--- src/rtl/nbl_pkg.sv ---
// Package: shared command encoding and burst address arithmetic.
// Assumes a fixed four-beat burst, so the beat index is two bits.
package nbl_pkg;

    typedef enum logic [1:0] {
        OP_IDLE  = 2'd0,
        OP_READ  = 2'd1,
        OP_WRITE = 2'd2
    } op_e;

    localparam int BEAT_BITS = 2;

    // Low address bits of beat idx for a burst that starts at start.
    function automatic logic [BEAT_BITS-1:0] beat_low(
        input logic [BEAT_BITS-1:0] start,
        input logic [BEAT_BITS-1:0] idx,
        input logic                 interleave
    );
        logic [BEAT_BITS-1:0] r;
        r = interleave ? (start ^ idx) : (start + idx);
        return r;
    endfunction

endpackage

--- src/rtl/nbl_burst_seq.sv ---
// Command stage: decodes load/advance cycles and registers the resulting
// command (type and address) as pipeline stage one. It keeps the burst state.
// Assumes AW >= 3 and that the burst order input is static.
module nbl_burst_seq
    import nbl_pkg::*;
#(
    parameter int AW = 6
) (
    input  logic          clk,
    input  logic          rst_n,
    input  logic          hold,
    input  logic          load_sel,
    input  logic          adv,
    input  logic          wr_n,
    input  logic [AW-1:0] addr,
    input  logic          interleave,
    output op_e           op_q,
    output logic [AW-1:0] addr_q,
    output logic          burst_live
);

    logic                 b_act;
    logic [BEAT_BITS-1:0] b_idx;
    logic [BEAT_BITS-1:0] nxt_idx;
    logic [AW-1:0]        b_base;
    logic                 b_wr;
    logic [AW-1:0]        beat_addr;

    // Next beat index and its address within the wrap window.
    always_comb begin
        nxt_idx   = b_idx + 2'd1;
        beat_addr = {b_base[AW-1:BEAT_BITS], beat_low(b_base[BEAT_BITS-1:0], nxt_idx, interleave)};
    end

    // Register the decoded command and update the burst tracker.
    always_ff @(posedge clk) begin
        if (!rst_n) begin
            op_q   <= OP_IDLE;
            addr_q <= '0;
            b_act  <= 1'b0;
            b_idx  <= '0;
            b_base <= '0;
            b_wr   <= 1'b0;
        end else if (!hold) begin
            if (!adv) begin
                if (load_sel) begin
                    op_q   <= wr_n ? OP_READ : OP_WRITE;
                    addr_q <= addr;
                    b_base <= addr;
                    b_idx  <= '0;
                    b_act  <= 1'b1;
                    b_wr   <= !wr_n;
                end else begin
                    op_q  <= OP_IDLE;
                    b_act <= 1'b0;
                end
            end else if (b_act) begin
                op_q   <= b_wr ? OP_WRITE : OP_READ;
                addr_q <= beat_addr;
                b_idx  <= nxt_idx;
                b_act  <= (nxt_idx != 2'd3);
            end else begin
                op_q <= OP_IDLE;
            end
        end
    end

    assign burst_live = b_act;

endmodule

--- src/rtl/nbl_late_write.sv ---
// Storage with a one-entry late-write buffer. A write's data is held until
// the next write's data arrives and only then goes into the array. Reads
// are merged per lane from the incoming write, the held write and the array,
// with the incoming write taking highest priority.
// Assumes the incoming write data (wr_data) is valid at the edge where wr_go is high.
module nbl_late_write #(
    parameter int AW     = 6,
    parameter int LANES  = 4,
    parameter int LANE_W = 9
) (
    input  logic                    clk,
    input  logic                    rst_n,
    input  logic                    hold,
    input  logic                    wr_go,
    input  logic [AW-1:0]           wr_addr,
    input  logic [LANES*LANE_W-1:0] wr_data,
    input  logic [LANES-1:0]        wr_sel_n,
    input  logic [AW-1:0]           rd_addr,
    output logic [LANES*LANE_W-1:0] rd_data
);

    localparam int DW    = LANES * LANE_W;
    localparam int DEPTH = 1 << AW;

    logic [DW-1:0]    mem [DEPTH];
    logic             pend_v;
    logic [AW-1:0]    pend_addr;
    logic [DW-1:0]    pend_data;
    logic [LANES-1:0] pend_lanes;
    logic [DW-1:0]    mem_word;
    logic             hit_new;
    logic             hit_pend;

    // Commit the held write to the array when a new write arrives.
    always_ff @(posedge clk) begin
        if (rst_n && !hold && wr_go && pend_v) begin
            for (int l = 0; l < LANES; l++) begin
                if (pend_lanes[l]) begin
                    mem[pend_addr][l*LANE_W +: LANE_W] <= pend_data[l*LANE_W +: LANE_W];
                end
            end
        end
    end

    // Capture the incoming write into the holding register.
    always_ff @(posedge clk) begin
        if (!rst_n) begin
            pend_v     <= 1'b0;
            pend_addr  <= '0;
            pend_data  <= '0;
            pend_lanes <= '0;
        end else if (!hold && wr_go) begin
            pend_v     <= 1'b1;
            pend_addr  <= wr_addr;
            pend_data  <= wr_data;
            pend_lanes <= ~wr_sel_n;
        end
    end

    // Address comparison for the two forwarding sources.
    always_comb begin
        mem_word = mem[rd_addr];
        hit_new  = wr_go && (wr_addr == rd_addr);
        hit_pend = pend_v && (pend_addr == rd_addr);
    end

    // Per-lane merge, newest source first.
    for (genvar g = 0; g < LANES; g++) begin : g_lane
        always_comb begin
            if (hit_new && !wr_sel_n[g]) begin
                rd_data[g*LANE_W +: LANE_W] = wr_data[g*LANE_W +: LANE_W];
            end else if (hit_pend && pend_lanes[g]) begin
                rd_data[g*LANE_W +: LANE_W] = pend_data[g*LANE_W +: LANE_W];
            end else begin
                rd_data[g*LANE_W +: LANE_W] = mem_word[g*LANE_W +: LANE_W];
            end
        end
    end

endmodule

--- src/rtl/nbl_sram.sv ---
// Top level: the command stage feeds a second pipeline stage. A read
// loads the output register one enabled edge after it is accepted. A write
// takes its data one enabled edge after that. Clock enable freezes everything.
// Assumes a single clock domain and static burst_il.
module nbl_sram
    import nbl_pkg::*;
#(
    parameter int AW     = 6,
    parameter int LANES  = 4,
    parameter int LANE_W = 9
) (
    input  logic                    clk,
    input  logic                    rst_n,
    input  logic                    clk_en_n,
    input  logic [AW-1:0]           addr,
    input  logic                    adv,
    input  logic                    wr_n,
    input  logic                    cs_a_n,
    input  logic                    cs_b,
    input  logic                    cs_c_n,
    input  logic                    burst_il,
    input  logic [LANES-1:0]        lane_sel_n,
    input  logic [LANES*LANE_W-1:0] din,
    output logic [LANES*LANE_W-1:0] dout,
    output logic                    dout_oe
);

    localparam int DW = LANES * LANE_W;

    op_e           p1_op;
    logic [AW-1:0] p1_addr;
    op_e           p2_op;
    logic [AW-1:0] p2_addr;
    logic          burst_live;
    logic          load_sel;
    logic [DW-1:0] rd_word;

    // All three chip enables must be asserted for a load to be accepted.
    assign load_sel = !cs_a_n && cs_b && !cs_c_n;

    nbl_burst_seq #(.AW(AW)) u_seq (
        .clk        (clk),
        .rst_n      (rst_n),
        .hold       (clk_en_n),
        .load_sel   (load_sel),
        .adv        (adv),
        .wr_n       (wr_n),
        .addr       (addr),
        .interleave (burst_il),
        .op_q       (p1_op),
        .addr_q     (p1_addr),
        .burst_live (burst_live)
    );

    nbl_late_write #(.AW(AW), .LANES(LANES), .LANE_W(LANE_W)) u_store (
        .clk      (clk),
        .rst_n    (rst_n),
        .hold     (clk_en_n),
        .wr_go    (p2_op == OP_WRITE),
        .wr_addr  (p2_addr),
        .wr_data  (din),
        .wr_sel_n (lane_sel_n),
        .rd_addr  (p1_addr),
        .rd_data  (rd_word)
    );

    // Second pipeline stage: age the command by one enabled edge.
    always_ff @(posedge clk) begin
        if (!rst_n) begin
            p2_op   <= OP_IDLE;
            p2_addr <= '0;
        end else if (!clk_en_n) begin
            p2_op   <= p1_op;
            p2_addr <= p1_addr;
        end
    end

    // Output register and drive indication for the read data slot.
    always_ff @(posedge clk) begin
        if (!rst_n) begin
            dout    <= '0;
            dout_oe <= 1'b0;
        end else if (!clk_en_n) begin
            dout_oe <= (p1_op == OP_READ);
            if (p1_op == OP_READ) begin
                dout <= rd_word;
            end
        end
    end

endmodule

--- config.mk ---
export PLATFORM = sky130hd
export DESIGN_NAME = nbl_sram
export DESIGN_NICKNAME = d
export VERILOG_FILES = /design/src/rtl/nbl_pkg.sv /design/src/rtl/nbl_burst_seq.sv /design/src/rtl/nbl_late_write.sv /design/src/rtl/nbl_sram.sv
export SDC_FILE = /design/constraint.sdc
export NUM_CORES = 2
export LEC_CHECK = 0
export BUFFER_PORTS_ARGS = -buffer_cell sky130_fd_sc_hd__buf_4
export CAP_MARGIN = 20
export CORE_AREA = 2 2 408 410
export DETAILED_ROUTE_END_ITERATION = 6
export DIE_AREA = 0 0 410 412
export GPL_TIMING_DRIVEN = 0
export PLACE_DENSITY = 0.73
export SYNTH_ARGS = -nofsm -noshare
export SYNTH_HDL_FRONTEND = slang
export SYNTH_SLANG_ARGS = --single-unit
--- constraint.sdc ---
create_clock -name clk -period 3.9 [get_ports clk]
set_input_delay 1.17 -clock clk [delete_from_list [all_inputs] [get_ports clk]]
set_output_delay 1.17 -clock clk [all_outputs]
set_load 0.01 [all_outputs]
Yosys cells after proc, flatten, opt, wreduce, memory -nomap -nowiden

Memories as Yosys holds them, arrays and structs flattened. A register that Yosys moved wholly into a read port is not among the register bits.
Index checks and enable logic that the tools add are counted.

Latch bits: 0
Memories kept: 1
Bits in registers: 110
Input port bits: 55
Output and inout bits: 37
ROM bits: 0
Memory bits (writable): 2304

Memory list:

| name        | words | bits a word | read ports | clocked after memory_dff | write ports | RTL line             | RTL |
|---|---|---|---|---|---|---|---|
| u_store.mem | 64    | 36          | 1          | 1                        | 1           | nbl_late_write.sv:25 | `logic [DW-1:0] mem [DEPTH];` |

Bitwise operators: 4
Multiply operators: 0
Mux-type cells: 37
Eq/ne operators: 6
Shift-type cells: 0
Div/mod/pow operators: 0
Order comparisons: 0
$add $sub $neg: 2
Reduce and logical (&&, ||, !) cells: 28

Operator list:

| cell                | count |
|---|---|
| $mux 9              | 8 |
| $mux 6              | 5 |
| $mux 2              | 9 |
| $logic_and 1x1->1   | 16 |
| $mux 1              | 15 |
| $eq 6x6->1          | 2 |
| $logic_not 1->1     | 8 |
| $reduce_and 3->1    | 2 |
| $not 4->4           | 1 |
| $add 2x1->2 const B | 1 |
| $add 2x2->2         | 1 |
| $eq 2x1->1 const B  | 1 |
| $eq 2x2->1 const B  | 1 |
| $ne 2x1->1 const B  | 1 |
| $ne 2x2->1 const B  | 1 |
| $not 1->1           | 2 |
| $reduce_and 2->1    | 1 |
| $reduce_bool 2->1   | 1 |
| $xor 2x2->2         | 1 |

Logic depth before layout (Yosys ltp)

Word-level depth: 7
Mapped depth: 13
Gate-level depth less buffers: 7

By module

A second synthesis with hierarchy kept.

Cells, all modules: 4891
Area, all modules: 94634.5 um^2

By module, submodules not included:

| module         | times used | seq. area each (um^2) | area an instance (um^2) | cells an instance |
|---|---|---|---|---|
| nbl_late_write | 1          | 70127.3               | 91895.6                 | 4609 |
| nbl_sram       | 1          | 900.9                 | 1830.5                  | 188 |
| nbl_burst_seq  | 1          | 360.3                 | 908.4                   | 94 |

Least setup slack after synthesis

OpenSTA, ideal clock, no wires.

Kind: input to register
Start point: input port clk_en_n
End point: memory u_store.mem[10][10] (netlist bit), enable pin
Data arrival time: 2.699 ns
Path slack: 0.827 ns
Library setup time: 0.374 ns
Data required time: 3.526 ns
Stages on the path: 7
Cells stage by stage: clkbuf_1 -> nor2_1 -> and3_1 -> clkbuf_1 -> nand2_1 -> clkbuf_1 -> nor2_1

Cells in the longest elaborated chain, start to end: 6

Ends and longest elaborated chain:

| element                         | RTL line             | RTL |
|---|---|---|
| start, declared                 | nbl_sram.sv:14       | `input logic clk_en_n,` |
| $logic_not 1->1                 | nbl_late_write.sv:36 | `if (rst_n && !hold && wr_go && pend_v) begin` |
| $logic_and 1x1->1 (3 in series) | nbl_late_write.sv:36 |  |
| $mux 1                          | nbl_late_write.sv:36 |  |
| $mux 1 (not written as such)    | nbl_late_write.sv:39 | `mem[pend_addr][l*LANE_W +: LANE_W] <= pend_data[l*LANE_W +: LANE_W];` |
| end, declared                   | nbl_late_write.sv:25 |  |

Every way passes these cells.

==> reports/results.txt <==
Status: complete, but fails checks
Failing checks: design-rule violations, negative setup slack
Critical Path AT: 4.72 ns
Number of max-cap violations: 0
Placed cell area: 0.0980 mm^2
CTS buffer count: 226
Core box area: 0.164 mm^2
Register area share after synthesis: 76.8%
Critical path fanouts, max: 10
Vias/cell: 6.97
Hold worst-path end: u_seq.b_base[4]
Routed Antenna Nets: 0
Net Switching: 10.4 mW
Die area: 0.169 mm^2
Vias in the first global route: 49189
Post-Synth XOR/XNOR Area: 0.132%
Mux contribution to synthesized area: 14.5%
Max Fclk: 0.249 GHz
Layout cells sized above 1: 27.2%
Leakage: 30.4 nW
First-pass DRT Iterations: 7
Clock tree from TritonCTS: yes
Worst setup SP type: flip-flop
Hold Path Stages: 2
Comb pwr share: 2.2%
Int Power: 40.7 mW
Initial DRC Count: 8481
Actual slew at the worst max-slew pin: 1.26 ns
Slew Limit Fails: 0
Design area: 0.106 mm^2
Utilization after layout: 64.8%
YS warnings: 0
First-pass GRT wire length: 383000 um
Sw frac: 20.4%
Hold path startpoint: u_seq.b_base[4]
Max-slew headroom: 16.0%
Synth cell types: 53
Grt ovf: 0
I/O pins: 92
Total track usage: 33.2%
Final setup fails: 52
Post-synth EDFFs: 2304
Die W: 410 um
Sequential group share of total power: 54.8%
Area share of fa/ha/maj cells after synthesis: 0.0269%
Final WS setup: -0.111 ns
Hold crit path type: reg -> reg
Root Driver: clkbuf_16
R2r setup slk: -0.11 ns
HPWL Detailed: 193000 um
Worst IR Drop VDD: 477 uV
Per-cell routed wire length: 38.0 um
Worst Path Class, Setup: reg -> reg
Setup Skew: 0.0390 ns
RD Place Congestion: 0.990
Synth Area in Compound Gates: 3.86%
WL final: 280000 um
Syn Nets: 4597
DR DRC count: 12
Cell Area, Synth: 0.0931 mm^2
Simple-gate share of the synthesized area: 3.10%
Area delta synth->final: 14.4%
Clock Latency Late Sink: 0.90 ns
Buffers on Ports: 91
Synth Area per Inst: 20.5 um^2
Worst Path Required: 4.61 ns
Post-CTS Hold Fix Bufs: 0
Register clock-pin slew on the reported worst setup and hold paths: 0.06 ns
R2R cell count: 10
Worst Setup End Kind: flip-flop
Ys flop type: edfxtp_1
Most common cell after layout, fill and taps aside: edfxtp_1
Final Hold Viols: 0
Period utilization: 103%
P per Cell Area: 480 mW/mm^2
Syn Inst Count: 4540
Die Y-Extent: 412 um
Num Clock Sinks: 2420
CTS Buffer Depth: 3
Largest net degree at the start of global routing: 67
Unrepaired setup endpoints after global routing: yes
Clock Power Share: 43.0%
Vias: 51337
Fin crit period: 4.01 ns
Initial antenna violation count: 9
H-tree levels: 4
Placement Rows: 149
Nets: 5039
Most frequent cells in the layout: edfxtp_1, mux4_2, nor2_1, nand2_1, clkbuf_16
Pre-CTS setup slack: -1.20 ns
Synth async-reset ratio: 0%
#FFs+latches synth: 2420
Reg2reg end: dout[17]
Largest family of logic cells by synthesized area: multiplexers
Initial Util: 56.7%
==> worst max-delay path by stage <==
stage | depth (start not counted) | slack (ns) | endpoint
after floorplan | 7 | 0.83 | u_store.mem[10][10]
after global placement | 11 | -1.36 | dout[13]
after detailed placement | 10 | -1.20 | dout[9]
after CTS | 10 | -0.002 | dout[31]
after global routing | 8 | -0.03 | u_store.mem[60][27]
final | 10 | -0.11 | dout[17]
==> per-layer routing <==
| layer | share of wire (%) | track usage (%) | vias to the layer above |
|---|---|---|---|
| met4 | 7.1 | 19.8 | 12 |
| li1 | - | - | 19749 |
| met2 | 45 | 49.2 | 4257 |
| met3 | 14 | 10.8 | 803 |
| met1 | 34 | 43.3 | 26516 |
| met5 | 0.060 | 0.565 | - |
==> per-stage QoR <==
step	setup TNS, ns	total power [mW]	hold WS (ns)	instances
floorplan	0	29.1	0.443	4540
global placement	-1149.08	29.6	0.452	6820
detailed placement	-1022.69	29.6	0.467	6918
CTS	-0.00196	51.0	0.455	7336
global route	-1.19	52.0	0.492	7361
finish	-1.41	51.1	0.469	7366
==> registers in the layout (all words and copies together), names as in the netlist, named ones only <==
| register | flops |
|---|---|
| u_store.mem | 2304 |
| dout | 36 |
| u_store.pend_data | 36 |
| p2_addr | 6 |
| u_seq.addr_q | 6 |
| u_seq.b_base | 6 |
| u_store.pend_addr | 6 |
| u_store.pend_lanes | 4 |
| p2_op | 2 |
| u_seq.b_idx | 2 |
| u_seq.op_q | 2 |
| dout_oe | 1 |
| u_seq.b_wr | 1 |
| u_seq.burst_live | 1 |
| u_store.pend_v | 1 |
==> power by group through the flow <==
| stage | clock [mW] | combinational (mW) | sequential (mW) |
|---|---|---|---|
| after CTS | 21.9 | 1.04 | 28.0 |
| after global placement | 0 | 0.986 | 28.6 |
| after floorplan | 0 | 0.542 | 28.6 |
| after detailed placement | 0 | 1.01 | 28.6 |
| after global routing | 22.9 | 1.11 | 28.0 |
| final | 22.0 | 1.10 | 28.0 |
==> final cells by class <==
type | count | area (um^2)
Antenna cell | 5 | 12.5
Clock buffer | 290 | 6130
Clock inverter | 128 | 1230
Buffer | 280 | 1580
Fill cell | 10455 | 57800
Multi-Input combinational cell | 1834 | 20800
Inverter | 5 | 18.8
Sequential cell | 2420 | 71600
Tap cell | 2189 | 2740
Timing Repair Buffer | 215 | 2360
==> synth_stat cells, drive strengths merged (2+ instances only) <==
master / n / area, um^2
and3b: 4 / 35.0
nor2: 285 / 1070
o21ai: 26 / 130
nand4: 4 / 25.0
edfxtp: 2304 / 69200
a221oi: 64 / 561
ha: 2 / 25.0
or3: 2 / 12.5
or4: 10 / 75.1
a221o: 11 / 110
nor2b: 20 / 125
mux4: 554 / 12500
a21boi: 50 / 375
dfxtp: 116 / 2320
a22oi: 91 / 683
a21oi: 52 / 260
or2: 2 / 12.5
and2: 4 / 25.0
nand2b: 6 / 37.5
nor4b: 8 / 70.1
a211oi: 3 / 22.5
nor3b: 7 / 52.6
xor2: 3 / 26.3
mux2i: 104 / 1040
mux2: 2 / 22.5
clkbuf: 147 / 552
o211ai: 18 / 135
nand3b: 3 / 22.5
buf: 134 / 826
and3: 11 / 68.8
nand3: 25 / 125
o22ai: 83 / 519
xnor2: 11 / 96.3
inv: 5 / 18.8
nor3: 15 / 75.1
nor4: 20 / 125
a22o: 70 / 613
o221ai: 9 / 78.8
nand2: 242 / 908
o211a: 6 / 60.1
==> worst max-delay path, cell delays in order (launching register included) <==
cell	delay [ns]
dfxtp_1	0.30
buf_2	0.21
buf_2	0.35
buf_2	0.43
buf_6	0.36
buf_4	0.36
mux4_2	0.38
a221oi_2	0.52
o22ai_1	0.36
a21oi_2	0.39
o221ai_1	0.16
==> what timing repair did <==
action | 4_1_cts | 5_1_grt
buffers inserted | 0 | 2
gates resized for setup | 138 | 89
pin swaps | 0 | 3
endpoints found under the setup margin | 32 | 244
==> cells by family after synthesis <==
kind of cell | count (synthesis)
AOI/OAI and AO/OA | 488
xor gates and xnor gates | 14
adders and majority gates | 2
buffers and inverters | 286
DFF | 2420
muxes | 660
and+or+nand+nor | 670
Power figures use the tool's default switching activity.
